[src/rtl/wake_pkg.sv]
package wake_pkg;

  typedef enum logic [1:0] {
    WK_ENABLE   = 2'd0,
    WK_RAW      = 2'd1,
    WK_MASKED   = 2'd2,
    WK_POLARITY = 2'd3
  } wake_reg_e;

  localparam int unsigned WK_BASE   = 32'h20;
  localparam int unsigned WK_STRIDE = 32'h10;
  localparam int unsigned WK_WORD   = 32'h4;

  // byte address of one register of one bank
  function automatic int unsigned wk_addr(input int unsigned bank, input wake_reg_e kind);
    return WK_BASE + bank * WK_STRIDE + WK_WORD * 32'(kind);
  endfunction

endpackage

[src/rtl/wake_sync.sv]
module wake_sync #(
  parameter int unsigned W      = 32,
  parameter int unsigned STAGES = 2
) (
  input  logic         clk,
  input  logic         rst,
  input  logic [W-1:0] d_i,
  output logic [W-1:0] q_o
);

  logic [STAGES-1:0][W-1:0] chain_q;

  always_ff @(posedge clk) begin
    if (rst) begin
      chain_q <= '0;
    end else begin
      chain_q[0] <= d_i;
      for (int s = 1; s < int'(STAGES); s++) begin
        chain_q[s] <= chain_q[s-1];
      end
    end
  end

  assign q_o = chain_q[STAGES-1];

endmodule

[src/rtl/wake_bank.sv]
module wake_bank #(
  parameter int unsigned           BANK_W = 32,
  parameter logic [BANK_W-1:0]     VALID  = '1
) (
  input  logic              clk,
  input  logic              rst,
  input  logic [BANK_W-1:0] lvl_i,
  input  logic              wr_en_i,
  input  logic              wr_clr_i,
  input  logic              wr_pol_i,
  input  logic [BANK_W-1:0] wdata_i,
  output logic [BANK_W-1:0] en_o,
  output logic [BANK_W-1:0] raw_o,
  output logic [BANK_W-1:0] pol_o,
  output logic [BANK_W-1:0] msk_o
);

  logic [BANK_W-1:0] en_q, pol_q, raw_q, prev_q;
  logic [BANK_W-1:0] hit;
  logic [BANK_W-1:0] clr_bits;

  // per-bit edge select; unimplemented positions are tied off
  for (genvar i = 0; i < int'(BANK_W); i++) begin : g_bit
    if (VALID[i]) begin : g_live
      assign hit[i] = pol_q[i] ? (lvl_i[i] & ~prev_q[i])
                               : (~lvl_i[i] & prev_q[i]);
    end else begin : g_dead
      assign hit[i] = 1'b0;
    end
  end

  assign clr_bits = wr_clr_i ? wdata_i : '0;

  always_ff @(posedge clk) begin
    if (rst) begin
      en_q   <= '0;
      pol_q  <= '0;
      raw_q  <= '0;
      prev_q <= '0;
    end else begin
      prev_q <= lvl_i;
      if (wr_en_i)  en_q  <= wdata_i & VALID;
      if (wr_pol_i) pol_q <= wdata_i & VALID;
      // a fresh edge overrides a simultaneous clear
      raw_q <= ((raw_q & ~clr_bits) | hit) & VALID;
    end
  end

  assign en_o  = en_q;
  assign pol_o = pol_q;
  assign raw_o = raw_q;
  assign msk_o = raw_q & en_q;

endmodule

[src/rtl/wake_regif.sv]
module wake_regif
  import wake_pkg::*;
#(
  parameter int unsigned ADDR_W    = 8,
  parameter int unsigned BANK_W    = 32,
  parameter int unsigned NUM_BANKS = 2
) (
  input  logic                               clk,
  input  logic                               rst,
  input  logic [ADDR_W-1:0]                  bus_addr,
  input  logic                               bus_we,
  input  logic [NUM_BANKS-1:0][BANK_W-1:0]   en_b,
  input  logic [NUM_BANKS-1:0][BANK_W-1:0]   raw_b,
  input  logic [NUM_BANKS-1:0][BANK_W-1:0]   msk_b,
  input  logic [NUM_BANKS-1:0][BANK_W-1:0]   pol_b,
  output logic [NUM_BANKS-1:0]               wr_en_sel,
  output logic [NUM_BANKS-1:0]               wr_clr_sel,
  output logic [NUM_BANKS-1:0]               wr_pol_sel,
  output logic [BANK_W-1:0]                  rdata_q
);

  logic [NUM_BANKS-1:0] hit_en, hit_raw, hit_msk, hit_pol;
  logic [BANK_W-1:0]    rd_nxt;

  for (genvar b = 0; b < int'(NUM_BANKS); b++) begin : g_dec
    localparam logic [ADDR_W-1:0] A_EN  = ADDR_W'(wk_addr(b, WK_ENABLE));
    localparam logic [ADDR_W-1:0] A_RAW = ADDR_W'(wk_addr(b, WK_RAW));
    localparam logic [ADDR_W-1:0] A_MSK = ADDR_W'(wk_addr(b, WK_MASKED));
    localparam logic [ADDR_W-1:0] A_POL = ADDR_W'(wk_addr(b, WK_POLARITY));
    assign hit_en[b]     = (bus_addr == A_EN);
    assign hit_raw[b]    = (bus_addr == A_RAW);
    assign hit_msk[b]    = (bus_addr == A_MSK);
    assign hit_pol[b]    = (bus_addr == A_POL);
    assign wr_en_sel[b]  = bus_we & hit_en[b];
    assign wr_clr_sel[b] = bus_we & hit_raw[b];
    assign wr_pol_sel[b] = bus_we & hit_pol[b];
  end

  always_comb begin
    rd_nxt = '0;
    for (int b = 0; b < int'(NUM_BANKS); b++) begin
      if (hit_en[b])  rd_nxt = en_b[b];
      if (hit_raw[b]) rd_nxt = raw_b[b];
      if (hit_msk[b]) rd_nxt = msk_b[b];
      if (hit_pol[b]) rd_nxt = pol_b[b];
    end
  end

  always_ff @(posedge clk) begin
    if (rst) rdata_q <= '0;
    else     rdata_q <= rd_nxt;
  end

endmodule

[src/rtl/wake_evt_ctrl.sv]
module wake_evt_ctrl #(
  parameter int unsigned ADDR_W      = 8,
  parameter int unsigned BANK_W      = 32,
  parameter int unsigned NUM_BANKS   = 2,
  parameter int unsigned SYNC_STAGES = 2,
  parameter logic [NUM_BANKS*BANK_W-1:0] SRC_VALID = 64'hF7F7_FFF8_E7FB_F03F
) (
  input  logic                        clk,
  input  logic                        rst,
  input  logic [ADDR_W-1:0]           bus_addr,
  input  logic                        bus_we,
  input  logic [BANK_W-1:0]           bus_wdata,
  output logic [BANK_W-1:0]           bus_rdata,
  input  logic [NUM_BANKS*BANK_W-1:0] src_in,
  output logic                        wake_req
);

  localparam int unsigned NUM_SRC = NUM_BANKS * BANK_W;

  logic [NUM_SRC-1:0]                lvl_all;
  logic [NUM_SRC-1:0]                raw_all, en_all, msk_all;
  logic [NUM_BANKS-1:0][BANK_W-1:0]  en_b, raw_b, msk_b, pol_b;
  logic [NUM_BANKS-1:0]              wr_en_sel, wr_clr_sel, wr_pol_sel;
  logic                              req_q;

  wake_sync #(.W(NUM_SRC), .STAGES(SYNC_STAGES)) u_sync (
    .clk (clk),
    .rst (rst),
    .d_i (src_in),
    .q_o (lvl_all)
  );

  for (genvar b = 0; b < int'(NUM_BANKS); b++) begin : g_bank
    wake_bank #(
      .BANK_W (BANK_W),
      .VALID  (SRC_VALID[b*BANK_W +: BANK_W])
    ) u_bank (
      .clk      (clk),
      .rst      (rst),
      .lvl_i    (lvl_all[b*BANK_W +: BANK_W]),
      .wr_en_i  (wr_en_sel[b]),
      .wr_clr_i (wr_clr_sel[b]),
      .wr_pol_i (wr_pol_sel[b]),
      .wdata_i  (bus_wdata),
      .en_o     (en_b[b]),
      .raw_o    (raw_b[b]),
      .pol_o    (pol_b[b]),
      .msk_o    (msk_b[b])
    );
    assign raw_all[b*BANK_W +: BANK_W] = raw_b[b];
    assign en_all[b*BANK_W +: BANK_W]  = en_b[b];
    assign msk_all[b*BANK_W +: BANK_W] = msk_b[b];
  end

  wake_regif #(.ADDR_W(ADDR_W), .BANK_W(BANK_W), .NUM_BANKS(NUM_BANKS)) u_regif (
    .clk        (clk),
    .rst        (rst),
    .bus_addr   (bus_addr),
    .bus_we     (bus_we),
    .en_b       (en_b),
    .raw_b      (raw_b),
    .msk_b      (msk_b),
    .pol_b      (pol_b),
    .wr_en_sel  (wr_en_sel),
    .wr_clr_sel (wr_clr_sel),
    .wr_pol_sel (wr_pol_sel),
    .rdata_q    (bus_rdata)
  );

  always_ff @(posedge clk) begin
    if (rst) req_q <= 1'b0;
    else     req_q <= |msk_all;
  end

  assign wake_req = req_q;

endmodule

[config.mk]
export PLATFORM = sky130hd
export DESIGN_NAME = wake_evt_ctrl
export DESIGN_NICKNAME = d
export VERILOG_FILES = /design/src/rtl/wake_pkg.sv /design/src/rtl/wake_sync.sv /design/src/rtl/wake_bank.sv /design/src/rtl/wake_regif.sv /design/src/rtl/wake_evt_ctrl.sv
export SDC_FILE = /design/constraint.sdc
export NUM_CORES = 1
export LEC_CHECK = 0
export ABC_AREA = 1
export BUFFER_PORTS_ARGS = -buffer_cell sky130_fd_sc_hd__clkbuf_2
export CAP_MARGIN = 20
export CORE_MARGIN = 1.5
export CORE_UTILIZATION = 58
export DETAILED_ROUTE_END_ITERATION = 6
export PLACE_DENSITY = 0.79
export SLEW_MARGIN = 10
export SYNTH_ARGS = -nofsm -noshare
export SYNTH_HDL_FRONTEND = slang
export SYNTH_SLANG_ARGS = --single-unit
[constraint.sdc]
create_clock -name clk -period 1.5 [get_ports clk]
set_input_delay 0.075 -clock clk [delete_from_list [all_inputs] [get_ports clk]]
set_output_delay 0.075 -clock clk [all_outputs]
set_load 0.01 [all_outputs]
Yosys cells after proc, flatten, opt, wreduce, memory -nomap -nowiden

Cells that the tools add are included.

Shifts and indexed selects: 0
Equal/unequal tests: 8
Muxes and demuxes: 60
Reduce and logical (&&, ||, !) cells: 2
Div/mod/pow operators: 0
Multiply operators: 0
Order comparisons: 0
Add/subtract/negate cells: 0
Bitwise logic cells: 214

Operator list:

| cell                                           | number |
|---|---|
| two-way mux 32 bit                             | 10 |
| bitwise AND 32 bit                             | 4 |
| bitwise AND 1 bit                              | 106 |
| NOT 1 bit                                      | 100 |
| == test 8 x 6 -> 1 bit (second input constant) | 8 |
| NOT 32 bit                                     | 2 |
| bitwise OR 32 bit                              | 2 |
| OR reduction 64 bit                            | 1 |
| two-way mux 1 bit                              | 50 |
| OR reduction 2 bit                             | 1 |

Register bits: 389
Bits in latches: 0
ROM bits: 0
Memories kept: 0
Bits of input ports: 107
RAM bits: 0
Output and inout bits: 33
Word-level logic and storage cells: 299

Depth between registers and ports, before layout

Depth after elaboration: 9
Mapped depth: 13

By module

From an unflattened synthesis, not the netlist that was laid out.

Cells, all modules: 2316
Area, all modules: 16428.3 µm²

Modules (own cells, without submodules):

| module                       | seq. area each (µm²) | times used | area each (µm²) | cells an instance |
|---|---|---|---|---|
| wake_bank (g_bank[1].u_bank) | 2162.1               | 1          | 4807.1          | 642 |
| wake_sync                    | 2562.5               | 1          | 4157.7          | 462 |
| wake_bank (g_bank[0].u_bank) | 1841.8               | 1          | 3947.5          | 565 |
| wake_regif                   | 640.6                | 1          | 3258.1          | 583 |
| wake_evt_ctrl                | 20.0                 | 1          | 257.7           | 64 |

Worst setup path after synthesis

OpenSTA, ideal clock, no wires.

Kind: input -> register
From: input bus_addr[6]
To: register g_bank[0].u_bank.raw_q[17]
Setup time: 132 ps
Path buffers: 2
Path slack: 375 ps
Stages on the path: 10
Data required time: 1368 ps
Data arrival time: 993 ps
Cells stage by stage: inv_2 > nand2_2 > nor2_2 > buf_6 > nand2_4 > inv_4 > nand2_4 > buf_6 > o21ai_1 > a21oi_1

Word-level cells in the longest chain between the ends: 6

RTL lines:

| what                   | RTL line            | RTL |
|---|---|---|
| start: declaration     | wake_evt_ctrl.sv:10 | `input logic [ADDR_W-1:0] bus_addr,` |
| == test 8 x 6 -> 1 bit | wake_regif.sv:31    | `assign hit_raw[b] = (bus_addr == A_RAW);` |
| bitwise AND 1 bit      | wake_regif.sv:35    | `assign wr_clr_sel[b] = bus_we & hit_raw[b];` |
| two-way mux 32 bit     | wake_bank.sv:32     | `assign clr_bits = wr_clr_i ? wdata_i : '0;` |
| NOT 32 bit             | wake_bank.sv:45     | `raw_q <= ((raw_q & ~clr_bits) \| hit) & VALID;` |
| bitwise AND 32 bit     | wake_bank.sv:45     |  |
| bitwise OR 32 bit      | wake_bank.sv:45     |  |
| end signal: assignment | wake_bank.sv:45     |  |
| end: declaration       | wake_bank.sv:18     | `logic [BANK_W-1:0] en_q, pol_q, raw_q, prev_q;` |

No other way between the ends.
A chain may end at the register's enable or synchronous reset.

==> metrics list <==
* H-tree depth reported by CTS: 2
- After detailed routing, the number of remaining DRC violations is 0.
- Cell Count Post-Placement: 2164
- For the pin with the worst max-slew slack, the measured transition is 0.632 ns.
* Count of boundary I/O pins: 140
- In this design, the critical path's most frequently occurring cell is dlygate4sd3_1.
- Number of I/O port buffers: 123
- For this run, the total global-route usage over all layers was measured as 0.301.
- Storage cell area: 0.00665 sq mm
- The finished layout holds 2307 standard cells, fillers aside.
* Per-instance average area after synthesis: 7.34 sq um
- Instance count along the most critical hold path: 9
* Starting density of the core: 0.597
- Setup repair after global routing left no endpoint under its margin.
- Detail-routed via count per cell: 5.31
- Instance count of the mapped netlist: 1798
* Area share of the leading cell type in the synthesized netlist: 0.504
- Static timing analysis puts the maximum clock frequency at 730 MHz.
- After detailed routing, the average wire length per cell comes to 15.5 um.
- The design draws 18900 uW.
- For this block, the initial DRC count from the detailed router was 999.
- Across the run, the number of max-cap violations was 0.
- The floorplan step set the die height to 154 um.
- Data arrival at the endpoint of the critical path: 1.82 ns
- The startpoint identified for the worst hold timing path is bus_addr[0].
- Worst Path Buf+Inv: 4
- In the global route stage, met2 resource usage came out at 0.497.
- Mapped Area: 0.0132 sq mm
* Data required time of the critical path: 1.95 ns
- Pwr Density: 1160 mW/mm^2
* Antenna violations before repair: 0
- Fin area: 0.0163 sq mm
* Reg2reg end: wake_req
* Area growth from synthesis to layout: 23.5%
- After clock tree synthesis, the setup repair step added 0 buffers.
- Final cycle utilization of the critical path: 0.914
- The worst register-to-register path begins at g_bank[1].u_bank.en_o[10].
* Synth Warn #: 0
- The net count of the finished layout is 2112.
- The filler cells instantiated in the layout total 1645.
* Width of the die: 154 um
- The analysis attributes to cell leakage a power of 0.00753 uW.
* Post-Synthesis Net Count: 1905
- Detailed Routing Iterations Pass 1: 6
- The first global-routing pass estimated 56900 um of wire.
- The number of max-slew violations in the final report was 0.
* CP max stage cell: dlygate4sd3_1
* Instance area at placement: 0.0143 sq mm
- Area of the die: 0.0237 sq mm
* Maximum vdd ir drop: 0.000796 V
- At the end of the flow the core is filled with cells to 0.737.
- Max stage delay on crit path: 0.57 ns
- Final critical-path required period: 1.37 ns
- Final clock skew: 0.0102 ns
- Clock latency on the worst-skew pair, taken at its later pin, is 0.51 ns.
* Worst-case hold path end point: u_regif.rdata_q[29]
* Via count of the first global-routing pass: 11700
- Counting the buffers created by CTS gives 35.
* Met1 capacity usage during global routing: 0.386
- Max FO, Critical Path: 17
* Worst setup EP type: flop
- In the final layout, the multi-input gates occupy 0.00504 sq mm.
- Clock edge transition at the registers on the reported setup and hold paths: 0.06 ns
* Total negative slack for setup checks: 0 ns
* Number of endpoints with negative hold slack in the final report: 0
- Clock tree from TritonCTS: built
- Of the synthesized area, sequential elements account for 0.504.
- Yosys attributes the largest share of cell area to dfxtp_1 (50%), nor2_1 (8.7%), nand2_1 (8.5%).
* Number of routed nets with antenna violations: 0
- Most utilized layer in the global route result: met2
- The path class of the tightest hold or removal check is in2reg.
- In this run, synthesis produced a sequential element count of 332.
- In this run the deepest clock path goes through 3 buffers.
- The congestion estimate from routability-driven global placement came to 0.866.
- Category of the most critical setup path: in2reg
- Cell depth of the worst flop-to-flop path: 8
- 0 antenna diodes ended up in the layout.
- dfxtp_1 takes more of the synthesized area than any other cell.
- Cell-by-cell trace of the critical path: dlygate4sd3_1, buf_6, clkinv_2, o21ai_0, a21oi_1, dlygate4sd3_1
- The root buffer cell chosen for the clock tree is clkbuf_16.
- Entering global routing, the biggest net connects 74 pins.
- Number of library cell types mapped by synthesis: 30
- The tree built by TritonCTS fans out to 332 sinks.
- Worst relative slew slack: 0.578
- The worst register-to-register path has a setup slack of 0.13 ns.
* Leftover overflow at the end of global routing: 0
* Proportion of layout cells with a drive suffix above 1: 0.134
- The floorplan has 54 rows.
* Cell class contributing the biggest share of worst-path delay: buffers and inverters
- The routed layout has 12200 vias.
* Overall routed net length: 35700 um
- Setup violations remaining at the end of the flow were counted as 0.
* DP HPWL: 22400 um
- For met3 alone, demand over resource in global routing was 0.0617.
- The flow ran to the end, and the final reports show no timing, DRC or antenna violations.
- CORE AREA: 0.0221 sq mm
- Startpoint kind of the worst setup timing path: input port
==> synth_stat cells, drive strengths merged <==
| cell type | n |
|---|---|
| nand2 | 314 |
| nand3 | 120 |
| clkinv | 1 |
| a21oi | 154 |
| o21ai | 152 |
| dfxtp | 332 |
| inv | 276 |
| nor2 | 315 |
| o22ai | 2 |
| conb | 1 |
| clkbuf | 35 |
| nand4 | 10 |
| a31oi | 31 |
| nor3 | 6 |
| buf | 49 |
==> final cells by class <==
| type | count | area share |
|---|---|---|
| Sequential cell | 332 | 0.408 |
| Multi-Input combinational cell | 1105 | 0.310 |
| Timing Repair Buffer | 254 | 0.125 |
| Inverter | 277 | 0.0644 |
| Clock buffer | 51 | 0.0638 |
| Tap cell | 280 | 0.0215 |
| Clock inverter | 8 | 0.00737 |
==> metal layers <==
metal  routed length [um]  vias to the layer above
li1                     -                     6048
met5                    0                        -
met1                15000                     5582
met3                 2980                       97
met2                16400                      515
met4                 1300                        0
==> stage by stage <==
step                      worst slack [ns]  hold WS [ns]
after detailed placement           -0.0480         0.271
after floorplan                      0.375         0.182
after global routing                0.0698         0.247
after CTS                            0.127         0.190
final                                0.129         0.187
after global placement              0.0558         0.266
==> registers in the layout (all words and copies together), names as in the netlist <==
name and count:
g_bank.u_bank.en_o 50, wake_req 1, g_bank.u_bank.prev_q 50, u_regif.rdata_q 31
u_sync.chain_q 50, u_sync.q_o 50, g_bank.u_bank.raw_o 50, g_bank.u_bank.pol_o 50
==> cell usage in the layout, fill, tap and decap left out, types with 5 or more instances in the layout <==
| cell type | count |
|---|---|
| nand4_1 | 9 |
| a21oi_1 | 144 |
| a21oi_2 | 10 |
| nor3_1 | 5 |
| nand2_2 | 8 |
| buf_12 | 18 |
| o21ai_0 | 73 |
| clkbuf_8 | 6 |
| clkbuf_16 | 37 |
| nor2_8 | 5 |
| clkbuf_2 | 122 |
| o21ai_1 | 79 |
| inv_2 | 10 |
| clkbuf_1 | 8 |
| dfxtp_1 | 332 |
| nand3_1 | 119 |
| nand2_1 | 299 |
| nor2_1 | 305 |
| dlygate4sd3_1 | 84 |
| inv_1 | 263 |
| nand2_4 | 7 |
| a31oi_1 | 31 |
| buf_4 | 29 |
==> power by group <==
part           switching (uW)  leakage [uW]  internal [uW]
clock                    3400      0.000563           5300
sequential                109       0.00270           9040
combinational             606       0.00426            454
total                    4120       0.00753          14800
==> worst reg2reg max path: stages, from the launching register on <==
cell	delay, ns
dfxtp_1	0.33
nand2_1	0.12
nand2_1	0.06
inv_1	0.05
nand3_1	0.10
nor3_1	0.18
nand3_1	0.14
nor2_1	0.22
nor2_1	0.06
==> worst max-delay path by stage <==
stage / from / to / slack [ns] / depth (start not counted)
floorplan: bus_addr[6] / g_bank[0].u_bank.raw_o[17] / 0.37 / 10
global placement: bus_addr[4] / u_regif.rdata_q[16] / 0.06 / 9
detailed placement: bus_addr[4] / u_regif.rdata_q[13] / -0.05 / 9
CTS: g_bank[1].u_bank.en_o[10] / wake_req / 0.13 / 8
global route: rst / g_bank[1].u_bank.en_o[6] / 0.07 / 6
finish: rst / g_bank[1].u_bank.en_o[6] / 0.13 / 6
==> logic make-up after synthesis <==
group,share of synthesized area
AND/OR/NAND/NOR,0.248
buffers and inverters,0.114
AO/OA/AOI/OAI,0.135
flip-flops,0.504
other,0.000284
==> what timing repair did <==
item                       in CTS  in global routing
setup endpoints to repair       0                  1
resized for setup               0                  1
hold buffers                   84                  0
hold endpoints to repair      166                  0
Power figures use the tool's default switching activity.
